===== config.mk =====
export PLATFORM = sky130hd
export DESIGN_NAME = clksrc_pingpong
export DESIGN_NICKNAME = d
export VERILOG_FILES = /design/src/rtl/clksrc_pkg.sv /design/src/rtl/clksrc_regs.sv /design/src/rtl/clksrc_switch.sv /design/src/rtl/clksrc_pingpong.sv
export SDC_FILE = /design/constraint.sdc
export NUM_CORES = 1
export LEC_CHECK = 0
export CAP_MARGIN = 0
export CORE_ASPECT_RATIO = 1.75
export CORE_MARGIN = 10
export CORE_UTILIZATION = 35
export DETAILED_ROUTE_END_ITERATION = 8
export GPL_TIMING_DRIVEN = 0
export HOLD_SLACK_MARGIN = 0.08
export PLACE_DENSITY = 0.66
export SKIP_LAST_GASP = 1
export SLEW_MARGIN = 40
export SYNTH_ARGS = -nofsm -noshare
export SYNTH_HDL_FRONTEND = slang
export SYNTH_SLANG_ARGS = --single-unit

===== constraint.sdc =====
create_clock -name clk -period 1.5 [get_ports clk]
set_input_delay 0.225 -clock clk [delete_from_list [all_inputs] [get_ports clk]]
set_output_delay 0.225 -clock clk [all_outputs]
set_load 0.02 [all_outputs]

===== src/rtl/clksrc_pkg.sv =====
package clksrc_pkg;

    localparam int SRC_W     = 3;
    localparam int DIV_W     = 4;
    localparam int BANK_W    = 8;
    localparam int NUM_BANKS = 2;
    localparam int DATA_W    = NUM_BANKS * BANK_W;
    localparam int ADDR_W    = 2;
    localparam int PATH_W    = 2;

    typedef enum logic [PATH_W-1:0] {
        PATH_DIVIDED   = 2'd0,
        PATH_DEDICATED = 2'd1,
        PATH_BUS       = 2'd2,
        PATH_LOWJIT    = 2'd3
    } core_path_e;

    typedef enum logic [ADDR_W-1:0] {
        REG_BANKS  = 2'd0,
        REG_SELECT = 2'd1,
        REG_PATH   = 2'd2,
        REG_NONE   = 2'd3
    } reg_addr_e;

    typedef struct packed {
        logic             spare;
        logic [SRC_W-1:0] src;
        logic [DIV_W-1:0] div;
    } bank_t;

    // The select bit set to 1 makes bank 0 live; 0 makes bank 1 live.
    function automatic bank_t live_bank(input logic [DATA_W-1:0] banks,
                                        input logic sel);
        return sel ? bank_t'(banks[0 +: BANK_W])
                   : bank_t'(banks[BANK_W +: BANK_W]);
    endfunction

    function automatic logic path_uses_divider(input core_path_e p);
        return (p == PATH_DIVIDED) || (p == PATH_LOWJIT);
    endfunction

endpackage


===== src/rtl/clksrc_regs.sv =====
module clksrc_regs
    import clksrc_pkg::*;
#(
    parameter int AW = ADDR_W,
    parameter int DW = DATA_W,
    parameter int BW = BANK_W
) (
    input  logic               clk,
    input  logic               rst,
    input  logic               wr_en,
    input  logic [AW-1:0]      addr,
    input  logic [DW/BW-1:0]   wstrb,
    input  logic [DW-1:0]      wdata,
    output logic [DW-1:0]      rdata,
    output logic [DW-1:0]      banks_q,
    output logic               sel_q,
    output core_path_e         path_q,
    output logic               toggle_q
);

    localparam int NB = DW / BW;

    reg_addr_e addr_e;
    assign addr_e = reg_addr_e'(addr);

    logic wr_banks, wr_select, wr_path;
    assign wr_banks  = wr_en && (addr_e == REG_BANKS);
    assign wr_select = wr_en && (addr_e == REG_SELECT);
    assign wr_path   = wr_en && (addr_e == REG_PATH);

    // Bank storage, one byte lane per bank.
    always_ff @(posedge clk) begin
        if (rst) begin
            banks_q <= '0;
        end else if (wr_banks) begin
            for (int b = 0; b < NB; b++) begin
                if (wstrb[b]) begin
                    banks_q[b*BW +: BW] <= wdata[b*BW +: BW];
                end
            end
        end
    end

    // Select bit and core path; toggle_q flags a change of the select bit.
    always_ff @(posedge clk) begin
        if (rst) begin
            sel_q    <= 1'b1;
            path_q   <= PATH_DIVIDED;
            toggle_q <= 1'b0;
        end else begin
            toggle_q <= 1'b0;
            if (wr_select) begin
                sel_q    <= wdata[0];
                path_q   <= core_path_e'(wdata[PATH_W:1]);
                toggle_q <= (wdata[0] != sel_q);
            end else if (wr_path) begin
                path_q <= core_path_e'(wdata[PATH_W-1:0]);
            end
        end
    end

    always_comb begin
        rdata = '0;
        unique case (addr_e)
            REG_BANKS:  rdata = banks_q;
            REG_SELECT,
            REG_PATH:   rdata[PATH_W:0] = {path_q, sel_q};
            default:    rdata = '0;
        endcase
    end

endmodule


===== src/rtl/clksrc_switch.sv =====
module clksrc_switch
    import clksrc_pkg::*;
#(
    parameter int DW = DATA_W
) (
    input  logic              clk,
    input  logic              rst,
    input  logic              toggle,
    input  logic              sel,
    input  logic [DW-1:0]     banks,
    output logic [SRC_W-1:0]  act_src,
    output logic [DIV_W-1:0]  act_div,
    output logic              done
);

    bank_t next_cfg;
    logic  armed;

    assign next_cfg = live_bank(banks, sel);

    // Snapshot is reloaded only on a registered select-bit change.
    always_ff @(posedge clk) begin
        if (rst) begin
            act_src <= '0;
            act_div <= '0;
            armed   <= 1'b0;
            done    <= 1'b0;
        end else begin
            armed <= toggle;
            done  <= armed;
            if (toggle) begin
                act_src <= next_cfg.src;
                act_div <= next_cfg.div;
            end
        end
    end

endmodule


===== src/rtl/clksrc_pingpong.sv =====
module clksrc_pingpong
    import clksrc_pkg::*;
(
    input  logic               clk,
    input  logic               rst,
    input  logic               wr_en,
    input  logic [ADDR_W-1:0]  addr,
    input  logic [NUM_BANKS-1:0] wstrb,
    input  logic [DATA_W-1:0]  wdata,
    output logic [DATA_W-1:0]  rdata,
    output logic [SRC_W-1:0]   act_src,
    output logic [DIV_W-1:0]   act_div,
    output logic [PATH_W-1:0]  core_path,
    output logic               div_path_en,
    output logic               switch_done
);

    logic [DATA_W-1:0] banks;
    logic              sel_bit;
    core_path_e        path;
    logic              toggle;

    clksrc_regs #(
        .AW (ADDR_W),
        .DW (DATA_W),
        .BW (BANK_W)
    ) u_regs (
        .clk      (clk),
        .rst      (rst),
        .wr_en    (wr_en),
        .addr     (addr),
        .wstrb    (wstrb),
        .wdata    (wdata),
        .rdata    (rdata),
        .banks_q  (banks),
        .sel_q    (sel_bit),
        .path_q   (path),
        .toggle_q (toggle)
    );

    clksrc_switch #(
        .DW (DATA_W)
    ) u_switch (
        .clk     (clk),
        .rst     (rst),
        .toggle  (toggle),
        .sel     (sel_bit),
        .banks   (banks),
        .act_src (act_src),
        .act_div (act_div),
        .done    (switch_done)
    );

    assign core_path   = path;
    assign div_path_en = path_uses_divider(path);

endmodule


==> results.yml <==
critical_path:
  critPathBufInv: 1
  reg2reg_to: "u_switch.act_src[2]"
  crit_path_max_incr_delay_ps: 620
  path_cells: "clkdlybuf4s50_1"
  required_ps: 1270
  critPathTopFamily: "buffers and inverters"
  r2r_cells: 3
  path_class: "register to output port"
  endpoint_kind: "output port"
  r2r_start: "u_regs.sel_q"
  r2r_slack_ps: 470
  start_kind: "register"
  worst_ep_arrival_time_ps: 1240
  crit_fanout: 2
  cp_slowest_cell: "clkdlybuf4s50_1"
sta:
  finalSetupViolations: 0
  hold_violations: 0
  relSlewSlack: 0.701
  final-max-slew-violation-count: 0
  max_freq_ghz: 0.682
  fin_worst_skew_ps: 3.92
  fin_hold_ws_ps: 245
  finalCriticalPeriod_ps: 1470
  setup_ws_ps: 34.1
  rsz0062_at_grt: "false"
  finalCritPeriodShare: 0.977
  worstMarginPinSlew_ps: 449
placed_design:
  hpwl_um: 2860
  pre_cts_slack_ps: -986
  port_buffers: 48
  gp_congestion: 0.834
worst_hold_path:
  whs_endpoint: "u_switch.armed"
  hp-class: "primary input to register"
  worstHoldStart: "rst"
  min_path_cells: 2
synth:
  netlist_area_um2: 1280
  synthDistinctLibCells: 21
  ys_ff_latch: 29
  avgSynthCellArea_um2: 9.56
  synth_area_leader_cell: "dfxtp_1"
  syn_inst: 134
  synth.area.top_cells: "dfxtp_1, mux2i_1, nor2_1, and2_1, a211oi_1"
  ys_seq_area_frac: 0.453
  yosysWarnings: 0
  synth.net_count: 161
  synth.top_cell.area_share: 0.453
pwr:
  finalPower_mw: 1.69
  ir_drop_v: 0.000744
  leakage_nw: 0.917
  power.density_nw_per_um2: 900
layout:
  utilization: 0.522
  fill_cells: 336
  nNetsFinal: 218
  drive_gt1_frac: 0.188
  diodes: 0
  area_growth_pct: 46.3
floorplan:
  num_rows: 29
  io_pins: 50
  start_util: 0.357
  die_h_um: 100
  die_area_um2: 6580
  die_w_um: 65.7
  core_area_um2: 3590
detailed_routing:
  viasPerCell: 4.79
  wire_per_inst_um: 15.3
  ant_nets: 0
  drc: 0
  first_iter_violations: 15
  routed_wl_um: 3640
  firstDrtPassIters: 2
  vias: 1135
global_route:
  gr-usage-all-layers: 0.112
  grt_pass1_wl_um: 5670
  grt.overflow.total: 0
  grt_max_degree: 11
  antenna_found_initial: 0
  grt_pass1_vias: 1207
clock_tree:
  clk_path_buf_depth: 2
  clock_latency_ps: 280
  cts_tree: "yes"
  numCtsBuffers: 5
  cts-root-buf: "clkbuf_8"
  cts.clk_slew.worst_paths_ps: 60
  htreeDepth: 2
  cts.sinks: 29
flow_run:
  maxCapViolCount: 0
status:
  status: "finished, final reports clean"
[where the power goes]
part | switching [mW] | total [mW] | internal [mW]
logic | 0.115 | 0.239 | 0.124
registers | 0.0167 | 0.808 | 0.791
clock network | 0.277 | 0.640 | 0.363
[registers in the layout, summed over array words and instances (netlist names)]
signal            cells
u_regs.banks_q       16
u_regs.path_q         2
u_regs.sel_q          1
u_regs.toggle_q       1
u_switch.act_div      4
u_switch.act_src      3
u_switch.armed        1
u_switch.done         1
[timing repair]
item                                    4_1_cts  5_1_grt
hold buffers                                  0        0
setup buffers                                 0        3
gates resized for setup                      70        5
endpoints found under the setup margin       34       13
pin swaps                                     1        1
[cell families (layout without fill, tap and decap cells)]
kind of cell | after synthesis | count (layout) | synth area share
simple gates | 55 | 55 | 0.211
flops | 29 | 29 | 0.453
mux | 23 | 23 | 0.180
compound gates | 12 | 12 | 0.0713
buf+inv | 9 | 66 | 0.0322
fa+ha+maj | 4 | 4 | 0.0391
xor+xnor | 2 | 2 | 0.0137
[cell usage in the layout (no fill, tap or decap), types with 2 or more instances in the layout]
master           count
a22oi_2              2
clkbuf_1             3
buf_4                4
xnor2_1              2
inv_2                2
mux2i_1             23
a211oi_1             7
clkbuf_8             7
buf_2               14
ha_1                 3
dfxtp_1             29
nand3_2              2
nor4_1               2
dlygate4sd2_1        5
nor2_1              32
and2_1              13
clkdlybuf4s50_1     27
nor2b_1              2
clkbuf_2             3
[per-stage QoR]
stage	setup TNS, ps	std cells	cell area, um2
5_1_grt	0	237	1870
3_5_place_dp	-18870	228	1820
3_3_place_gp	-18230	228	1820
6_report	0	237	1870
4_1_cts	0	234	1860
2_1_floorplan	0	134	1280
[cell usage after synthesis]
library cell / count
nand2_1: 1
buf_4: 1
buf_2: 3
a22oi_1: 3
dfxtp_1: 29
nand3b_1: 1
nand3_2: 2
nor4_1: 2
nor2b_1: 2
inv_1: 2
ha_1: 4
clkbuf_1: 3
nor3_1: 1
and3_2: 1
and2_1: 13
a211oi_1: 7
o21a_1: 1
mux2i_1: 23
nor2_1: 32
a211o_1: 1
xnor2_1: 2
[cell type report]
class	instances	area [um2]	area share
timing repair buffer	51	422	0.225
clock buffer	7	86.3	0.0461
inverter	2	7.51	0.00401
sequential	29	581	0.310
buffer	6	38.8	0.0207
tap	46	57.6	0.0307
multi-input combinational	96	682	0.364
[how the worst max path moves through the flow]
| stage | start | to | slack [ps] | cells past startpoint |
|---|---|---|---|---|
| 2_1_floorplan | addr[0] | rdata[10] | 240 | 5 |
| 5_1_grt | u_switch.act_src[0] | act_src[0] | 0.2 | 1 |
| 3_3_place_gp | addr[0] | rdata[7] | -940 | 7 |
| 6_report | u_switch.act_src[0] | act_src[0] | 30 | 1 |
| 4_1_cts | addr[1] | rdata[11] | 6 | 6 |
| 3_5_place_dp | addr[0] | rdata[11] | -990 | 7 |
[layer usage]
metal  global-route usage  routed length (um)
met3               0.0468                 198
met5                    0                   0
met1                0.106                1360
met4               0.0646                 122
met2                0.195                1950
Power figures use the tool's default switching activity.
